$ cat src/rtl/bs_pkg.sv
package bs_pkg;
   localparam int RIDX_W = 5;
   localparam int INSN_W = 32;
   localparam int DISP_W = 16;
   localparam logic [5:0] OP_DISP  = 6'd38;
   localparam logic [5:0] OP_DISPU = 6'd39;
   localparam logic [5:0] OP_EXT   = 6'd31;
   localparam logic [9:0] XO_IDX   = 10'd215;
   localparam logic [9:0] XO_IDXU  = 10'd247;

   typedef enum logic [1:0] {S_IDLE, S_INV, S_WR, S_FIN} bs_state_t;

   typedef struct packed {
      logic              legal;
      logic              upd;
      logic              idx;
      logic [RIDX_W-1:0] rs;
      logic [RIDX_W-1:0] ra;
      logic [RIDX_W-1:0] rb;
      logic [DISP_W-1:0] disp;
   } bs_dec_t;
endpackage

$ cat src/rtl/bs_decode.sv
module bs_decode
   import bs_pkg::*;
(
   input  logic [INSN_W-1:0] instr,
   output bs_dec_t           dec
);
   logic [5:0] opc;
   logic [9:0] xo;
   logic       known;
   logic       unused_rc;

   assign opc       = instr[31:26];
   assign xo        = instr[10:1];
   assign unused_rc = instr[0];

   always_comb begin
      dec.rs   = instr[25:21];
      dec.ra   = instr[20:16];
      dec.rb   = instr[15:11];
      dec.disp = instr[15:0];
      dec.upd  = 1'b0;
      dec.idx  = 1'b0;
      known    = 1'b0;
      if (opc == OP_DISP) begin
         known = 1'b1;
      end else if (opc == OP_DISPU) begin
         known   = 1'b1;
         dec.upd = 1'b1;
      end else if (opc == OP_EXT && xo == XO_IDX) begin
         known   = 1'b1;
         dec.idx = 1'b1;
      end else if (opc == OP_EXT && xo == XO_IDXU) begin
         known   = 1'b1;
         dec.idx = 1'b1;
         dec.upd = 1'b1;
      end
      dec.legal = known && !(dec.upd && (dec.ra == '0));
   end
endmodule

$ cat src/rtl/bs_agen.sv
module bs_agen
   import bs_pkg::*;
#(
   parameter int XLEN = 64,
   parameter int AW   = 32
) (
   input  bs_dec_t          dec,
   input  logic [XLEN-1:0]  ra_val,
   input  logic [XLEN-1:0]  rb_val,
   output logic [AW-1:0]    ea
);
   logic [XLEN-1:0] base;
   logic [XLEN-1:0] offs;
   logic [XLEN-1:0] sum;

   always_comb begin
      if (!dec.upd && (dec.ra == '0)) base = '0;
      else                            base = ra_val;
      if (dec.idx) offs = rb_val;
      else         offs = {{(XLEN-DISP_W){dec.disp[DISP_W-1]}}, dec.disp};
   end

   assign sum = base + offs;

   generate
      if (AW == XLEN) begin : g_full
         assign ea = sum;
      end else begin : g_trunc
         logic [XLEN-AW-1:0] unused_hi;
         assign unused_hi = sum[XLEN-1:AW];
         assign ea        = sum[AW-1:0];
      end
   endgenerate
endmodule

$ cat src/rtl/bs_ctrl.sv
module bs_ctrl
   import bs_pkg::*;
#(
   parameter int XLEN = 64,
   parameter int AW   = 32,
   parameter int BW   = 8
) (
   input  logic              clk,
   input  logic              rst_n,
   input  logic              go,
   input  bs_dec_t           dec,
   input  logic [AW-1:0]     ea,
   input  logic [BW-1:0]     wbyte,
   input  logic              rsv_en,
   input  logic              mem_ack,
   output logic              idle,
   output logic              rsv_inv,
   output logic [AW-1:0]     rsv_addr,
   output logic              mem_we,
   output logic [AW-1:0]     mem_addr,
   output logic [BW-1:0]     mem_data,
   output logic              rf_we,
   output logic [RIDX_W-1:0] rf_waddr,
   output logic [XLEN-1:0]   rf_wdata,
   output logic              illegal,
   output logic              done
);
   bs_state_t         st;
   logic [AW-1:0]     ea_q;
   logic [BW-1:0]     dat_q;
   logic              upd_q;
   logic [RIDX_W-1:0] base_q;
   logic              ill_q;

   always_ff @(posedge clk or negedge rst_n) begin
      if (!rst_n) begin
         st     <= S_IDLE;
         ea_q   <= '0;
         dat_q  <= '0;
         upd_q  <= 1'b0;
         base_q <= '0;
         ill_q  <= 1'b0;
      end else begin
         ill_q <= 1'b0;
         unique case (st)
            S_IDLE: if (go) begin
               if (dec.legal) begin
                  st     <= S_INV;
                  ea_q   <= ea;
                  dat_q  <= wbyte;
                  upd_q  <= dec.upd;
                  base_q <= dec.ra;
               end else begin
                  ill_q <= 1'b1;
               end
            end
            S_INV:   st <= S_WR;
            S_WR:    if (mem_ack) st <= S_FIN;
            S_FIN:   st <= S_IDLE;
            default: st <= S_IDLE;
         endcase
      end
   end

   assign idle     = (st == S_IDLE);
   assign rsv_inv  = (st == S_INV) && rsv_en;
   assign rsv_addr = ea_q;
   assign mem_we   = (st == S_WR);
   assign mem_addr = ea_q;
   assign mem_data = dat_q;
   assign rf_we    = (st == S_FIN) && upd_q;
   assign rf_waddr = base_q;
   assign rf_wdata = XLEN'(ea_q);
   assign illegal  = ill_q;
   assign done     = (st == S_FIN);
endmodule

$ cat src/rtl/byte_store_unit.sv
module byte_store_unit
   import bs_pkg::*;
#(
   parameter int XLEN = 64,
   parameter int AW   = 32,
   parameter int BW   = 8
) (
   input  logic              clk,
   input  logic              rst_n,
   input  logic              in_valid,
   input  logic [INSN_W-1:0] in_instr,
   output logic              in_ready,
   output logic [RIDX_W-1:0] rs_sel,
   output logic [RIDX_W-1:0] ra_sel,
   output logic [RIDX_W-1:0] rb_sel,
   input  logic [XLEN-1:0]   rs_val,
   input  logic [XLEN-1:0]   ra_val,
   input  logic [XLEN-1:0]   rb_val,
   input  logic              rsv_en,
   output logic              rsv_inv,
   output logic [AW-1:0]     rsv_addr,
   output logic              mem_we,
   output logic [AW-1:0]     mem_addr,
   output logic [BW-1:0]     mem_data,
   input  logic              mem_ack,
   output logic              rf_we,
   output logic [RIDX_W-1:0] rf_waddr,
   output logic [XLEN-1:0]   rf_wdata,
   output logic              illegal,
   output logic              done
);
   generate
      if (AW > XLEN || BW > XLEN || XLEN < DISP_W) begin : g_bad_cfg
         $error("byte_store_unit: widths out of range");
      end
   endgenerate

   bs_dec_t       dec;
   logic [AW-1:0] ea;
   logic          idle;
   logic [XLEN-BW-1:0] unused_rs_hi;

   assign unused_rs_hi = rs_val[XLEN-1:BW];

   bs_decode u_dec (
      .instr (in_instr),
      .dec   (dec)
   );

   assign rs_sel = dec.rs;
   assign ra_sel = dec.ra;
   assign rb_sel = dec.rb;

   bs_agen #(.XLEN(XLEN), .AW(AW)) u_agen (
      .dec    (dec),
      .ra_val (ra_val),
      .rb_val (rb_val),
      .ea     (ea)
   );

   bs_ctrl #(.XLEN(XLEN), .AW(AW), .BW(BW)) u_ctrl (
      .clk      (clk),
      .rst_n    (rst_n),
      .go       (in_valid && idle),
      .dec      (dec),
      .ea       (ea),
      .wbyte    (rs_val[BW-1:0]),
      .rsv_en   (rsv_en),
      .mem_ack  (mem_ack),
      .idle     (idle),
      .rsv_inv  (rsv_inv),
      .rsv_addr (rsv_addr),
      .mem_we   (mem_we),
      .mem_addr (mem_addr),
      .mem_data (mem_data),
      .rf_we    (rf_we),
      .rf_waddr (rf_waddr),
      .rf_wdata (rf_wdata),
      .illegal  (illegal),
      .done     (done)
   );

   assign in_ready = idle;
endmodule

$ cat config.mk
export PLATFORM = sky130hd
export DESIGN_NAME = byte_store_unit
export DESIGN_NICKNAME = d
export VERILOG_FILES = /design/src/rtl/bs_pkg.sv /design/src/rtl/bs_decode.sv /design/src/rtl/bs_agen.sv /design/src/rtl/bs_ctrl.sv /design/src/rtl/byte_store_unit.sv
export SDC_FILE = /design/constraint.sdc
export NUM_CORES = 1
export LEC_CHECK = 0
export ABC_AREA = 0
export BUFFER_PORTS_ARGS = -buffer_cell sky130_fd_sc_hd__buf_2
export CAP_MARGIN = 20
export CORE_AREA = 4 4 149 151
export DETAILED_ROUTE_END_ITERATION = 6
export DIE_AREA = 0 0 153 155
export PLACE_DENSITY = 0.58
export REMOVE_ABC_BUFFERS = 1
export SLEW_MARGIN = 15
export SYNTH_ARGS = -nofsm -noshare
export SYNTH_HDL_FRONTEND = slang
export SYNTH_SLANG_ARGS = --single-unit
$ cat constraint.sdc
create_clock -name clk -period 1.9 [get_ports clk]
set_input_delay 0.19 -clock clk [delete_from_list [all_inputs] [get_ports clk]]
set_output_delay 0.19 -clock clk [all_outputs]
set_load 0.02 [all_outputs]
# Word-level counts from Yosys, hierarchy flattened
# Index checks and enable logic that the tools add are counted.
dict set report totals {
  word_cells 51
  output_inout_bits 162
  ff_bits 49
}
dict set report classes {
  n_eq_ne 11
  n_addsub 1
  reduce_logical 14
  mux 19
}
# cell n
set op_table {}
lappend op_table {{32-bit 2-to-1 mux} 2}
lappend op_table {{32-bit adder} 1}
lappend op_table {{10-bit by 8-bit == test with 1-bit output, second input constant} 2}
lappend op_table {{6-bit == test, second input constant} 2}
lappend op_table {{1-bit 2-to-1 mux} 11}
lappend op_table {{2-bit 2-to-1 mux} 5}
lappend op_table {{1-bit logical AND} 8}
lappend op_table {{2-bit one-hot mux with 4 select lines} 1}
lappend op_table {{6-bit by 5-bit == test with 1-bit output, second input constant} 1}
lappend op_table {{3-bit AND reduction} 2}
lappend op_table {{5-bit logical NOT} 1}
lappend op_table {{2-bit == test, second input constant} 2}
lappend op_table {{2-bit by 1-bit != test with 1-bit output, second input constant} 2}
lappend op_table {{2-bit by 1-bit == test with 1-bit output, second input constant} 1}
lappend op_table {{1-bit logical NOT} 2}
lappend op_table {{2-bit logical NOT} 1}
lappend op_table {{2-bit != test, second input constant} 1}

# Depth between registers and ports, before layout
dict set report logic_depth {
  depth_word 12
  mapped_depth 18
}

# By module
# Synthesis repeated with hierarchy kept, for this count alone.
dict set report unflattened {
  cells_unflattened 602
  hier_area_um2 5475.3
}
# module cells_each n_inst area_per_inst_um2
set by_module_without_submodules {}
lappend by_module_without_submodules {bs_ctrl 212 1 2793.9}
lappend by_module_without_submodules {bs_agen 341 1 2323.5}
lappend by_module_without_submodules {bs_decode 48 1 351.6}
lappend by_module_without_submodules {byte_store_unit 1 1 6.3}

# Worst setup path after synthesis
# Ideal clock, no wire load.
dict set report synth_timing {
  kind {input port to flip-flop}
  from {input in_instr[4]}
  to {register u_ctrl.ea_q[28] (netlist: u_ctrl.mem_addr[28])}
  setup_time_ns 0.120
  slack_ns -1.967
  cell_stages 16
  required_ns 1.780
  arrival_time_ns 3.747
  path_cell_list {nand4bb_1 -> nor4_1 -> and2_1 -> buf_2 -> clkbuf_1 -> mux2_2 -> ha_1 -> fa_1 -> a21o_1 -> nand3_1 -> a21oi_1 -> o21a_1 -> o2111ai_1 -> a21oi_1 -> or3_1 -> a31o_2}
}
dict set report synth_via {
  elab_chain_len 10
  word_cells_on_any_way 23
  classes_between {add/sub (1); eq/ne (2); mux (12); reduce/logical (8)}
}
# item line
set synth_lines {}
lappend synth_lines {{from (decl)} byte_store_unit.sv:11} ;# input logic [INSN_W-1:0] in_instr,
lappend synth_lines {{10-bit by 8-bit == test with 1-bit output} bs_decode.sv:32} ;# end else if (opc == OP_EXT && xo == XO_IDXU) begin
lappend synth_lines {{1-bit logical AND} bs_decode.sv:32}
lappend synth_lines {{2-bit 2-to-1 mux} bs_decode.sv:32}
lappend synth_lines {{1-bit 2-to-1 mux} bs_decode.sv:29} ;# end else if (opc == OP_EXT && xo == XO_IDX) begin
lappend synth_lines {{1-bit 2-to-1 mux} bs_decode.sv:26} ;# end else if (opc == OP_DISPU) begin
lappend synth_lines {{2-bit 2-to-1 mux} bs_decode.sv:24} ;# if (opc == OP_DISP) begin
lappend synth_lines {{1-bit logical NOT or 1-bit logical AND (tied branches)} {bs_agen.sv:17, bs_decode.sv:37}}
lappend synth_lines {{1-bit logical AND or 1-bit logical NOT (tied branches)} {bs_agen.sv:17, bs_decode.sv:37}}
lappend synth_lines {{32-bit 2-to-1 mux or 1-bit logical AND (tied branches)} {bs_agen.sv:17, bs_decode.sv:37}}
lappend synth_lines {{32-bit adder or 3-bit AND reduction (tied branches)} n/a}
lappend synth_lines {{to (signal assigned)} bs_ctrl.sv:38} ;# ea_q <= '0;
lappend synth_lines {{to (signal assigned)} bs_ctrl.sv:49} ;# ea_q <= ea;
lappend synth_lines {{to (decl)} bs_ctrl.sv:29} ;# logic [AW-1:0] ea_q;
# Several ways; a longest one is shown, not always the timed one.
# A chain may end at the register's enable or synchronous reset.

# Worst setup path in the final report
dict set report layout_timing {
  from {input in_instr[9]}
  to {register u_ctrl.ea_q[28] (netlist: u_ctrl.mem_addr[28])}
}
# The elaborated chain is that of the path after synthesis.

==> reports/metrics.cfg <==
[timing]
hold_viol_final = 0
worst_clock_skew_ns = 0.00820
slew_viol_final = 0
setup_violations = 48
rsz0062_at_grt = yes
fin_tns_setup_ns = -35.80
fin_crit_sh_pct = 174
period_minus_slack_ns = 3.32
max_freq_ghz = 0.302
setup_ws_ns = -1.42

[layout]
multi_input_area_mm2 = 0.00354
regArea_mm2 = 0.00123
fillers = 2118
drive_gt1_share_pct = 57.9
antennaDiodeCount = 0
finalNetCount = 1158
fin_area_mm2 = 0.00806
syn_to_final_growth_pct = 64.1

[critical_path]
start_kind = primary input
crit_arrival_ns = 3.50
r2r-start = u_ctrl.st[0]
cpPeakStageDelay_ns = 0.39
worst_path_most_repeated_cell = a21oi_2
r2r_slack_ns = 0.17
cp_cell_sequence = buf_6, nand4bb_4, nor4_4, and2_4, buf_12, buf_4, mux2_4, fa_2, a21o_1, nand3_2, a21oi_2, o21a_4, o2111ai_4, a21oi_2, or3_1, a31o_2
r2r_end = u_ctrl.mem_addr[28]
cp_slowest_cell = fa_2
reg2reg_depth = 6
crit_start = in_instr[9]
worstSetupEndpointType = flip-flop
cp_max_fo = 6
cp.required_ns = 2.09
critPathKind = in -> reg

[pwr]
power.density_mw_per_mm2 = 824
peakVddDrop_mv = 0.313
finalPower_uw = 6630
p_leak_uw = 0.00426

[die]
rows = 53
die-area_mm2 = 0.0237
fp.dieW_um = 153
core_mm2 = 0.0208
die_h_um = 155
ios = 391
initial_core_util_pct = 23.6

[synthesis]
synthArstFlopShare_pct = 100
synth_top_area_share_pct = 25.0
synth_cell_type_count = 57
seq_area_frac_synth_pct = 25.0
synth_top_area_cell = dfrtp_1
yosys_register_bits = 49
syn_area_mm2 = 0.00491
yosysWarnings = 0
synth_edf_count = 0
syn_area_per_cell_um2 = 8.24
syn_inst = 596
synth_area_leaders = dfrtp_1 25%, buf_4 18%, ha_1 8.9%
ys.flop_type = dfrtp_1

[grt]
grt_use_total_pct = 15.1
use_met3_pct = 4.23
antenna_found_initial = 0
grt_max_degree = 50
use_met1_pct = 17.9
busiest_layer = met2
grt_pass1_vias = 5149
grt_first_pass_wirelength_mm = 28.4
overflow = 0
gr-usage-met2_pct = 27.7

[cts]
numCtsBuffers = 5
clk_latency_ns = 0.29
clock_path_buffers = 2
root_buffer = clkbuf_16
clk_pin_slew_ns = 0.07
cts_tree = done
cts_max_level = 2
clock-sinks = 49

[routing]
antenna_left = 0
vias = 5090
via_per_inst = 4.35
post-route-drc-count = 0
wl_per_cell_um = 16.6
drt_wl_total_mm = 19.4
dr.pass1.iters = 4
first_iter_violations = 141

[placement]
dp_hpwl_mm = 13.9
placement.cell_area_mm2 = 0.00641
portBuffers = 228
globalplace.congestion = 0.851
post-place-ws_ns = -2.00

[worst_hold_path]
hp-class = in -> reg
worstHoldStart = rs_val[5]
hold_end = u_ctrl.mem_data[5]
hold-path-cell-count = 3

[run]
maxCapViolations = 0

[outcome]
status = complete, but fails checks
violations = negative setup slack

-- power breakdown --
group / leakage (uW) / total [uW] / internal [uW] / switching (uW)
Sequential: 0.000654 / 1730 / 1380 / 344
Clock: 0.0000631 / 914 / 490 / 424
Combinational: 0.00354 / 3990 / 1620 / 2370
Total: 0.00426 / 6630 / 3490 / 3140
-- routing by layer --
layer | wire length [um] | share of wire [%] | up-vias
met5 | 0 | 0 | -
met4 | 257 | 1.3 | 0
met1 | 7650 | 39 | 2381
li1 | - | - | 2509
met3 | 1580 | 8.1 | 12
met2 | 9940 | 51 | 188
-- stage by stage --
step	util, %	std cells	hold slack, ns
after global routing	38.7	1169	0.0783
after detailed placement	30.8	1103	0.209
after global placement	30.8	1103	0.214
after floorplan	-	494	-0.106
after CTS	37.0	1151	0.0740
final	38.7	1169	0.0822
-- cell type report --
class,instances,area share [%]
inverter,17,0.885
tap,275,4.27
sequential,49,15.2
timing repair buffer,391,33.8
clock inverter,2,0.186
multi-input combinational,429,44.0
clock buffer,6,1.60
-- cell families (layout without fill, tap and decap cells) --
logic type / count (synthesis) / after routing / synth area share, %
compound gates: 140 / 140 / 19.1
fa+ha+maj: 36 / 36 / 9.33
other cells: 1 / 32 / 0.0764
simple gates: 178 / 179 / 17.7
xor+xnor: 26 / 26 / 4.64
mux: 16 / 16 / 3.65
flops: 49 / 49 / 25.0
buf+inv: 150 / 416 / 20.6
-- how the worst max path moves through the flow --
| stage | endpoint | slack [ns] | cells after the start |
|---|---|---|---|
| after floorplan | u_ctrl.mem_addr[29] | -2.27 | 14 |
| after global placement | u_ctrl.mem_addr[28] | -1.96 | 16 |
| after detailed placement | u_ctrl.mem_addr[30] | -2.00 | 16 |
| after CTS | u_ctrl.mem_addr[28] | -1.37 | 16 |
| after global routing | u_ctrl.mem_addr[28] | -1.53 | 18 |
| final | u_ctrl.mem_addr[28] | -1.42 | 16 |
-- timing repair --
action,4_1_cts,5_1_grt
buffers inserted,36,22
setup endpoints to repair,46,48
gates resized for setup,160,44
endpoints found under the hold margin,49,0
gates cloned,9,0
hold buffers,1,0
pin swaps,72,67
-- cell usage after synthesis (all sizes together) (3+ instances only) --
| cell type | n |
|---|---|
| o21a | 3 |
| buf | 123 |
| ha | 35 |
| nand4 | 5 |
| a31o | 5 |
| o21ai | 39 |
| nor2 | 17 |
| and2 | 41 |
| o211ai | 3 |
| mux2 | 15 |
| or3 | 3 |
| a31oi | 4 |
| nand2 | 86 |
| o21bai | 5 |
| o22a | 3 |
| nand3 | 10 |
| clkbuf | 10 |
| inv | 17 |
| dfrtp | 49 |
| a21o | 29 |
| a21boi | 3 |
| a21oi | 29 |
| xnor2 | 14 |
| nor3b | 3 |
| xor2 | 12 |
-- cells in the final DEF, fill, tap and decap left out, types with 8 or more instances in the layout --
master / n
mux2_4: 12
ha_4: 18
a21oi_1: 17
xor2_1: 11
and2_1: 23
xnor2_1: 8
buf_6: 28
buf_12: 8
and2_4: 18
ha_1: 16
buf_4: 123
o21ai_0: 12
a21oi_2: 10
nand2_1: 77
dfrtp_1: 49
a21o_1: 29
buf_2: 223
o21ai_1: 20
conb_1: 32
nor2_1: 16
inv_1: 16
-- worst max-delay path: cells and delay by family --
| kind | cells | cell delay (ns) |
|---|---|---|
| simple gates | 5 | 1.24 |
| fa+ha+maj | 1 | 0.39 |
| buf+inv | 3 | 0.35 |
| mux | 1 | 0.32 |
| compound gates | 6 | 0.99 |
-- state kept, by name (all words and copies together) (netlist names) --
register	cells
u_ctrl.rf_waddr	5
u_ctrl.upd_q	1
u_ctrl.mem_addr	32
u_ctrl.illegal	1
u_ctrl.st	2
u_ctrl.mem_data	8
(Power assumes the default switching activity.)
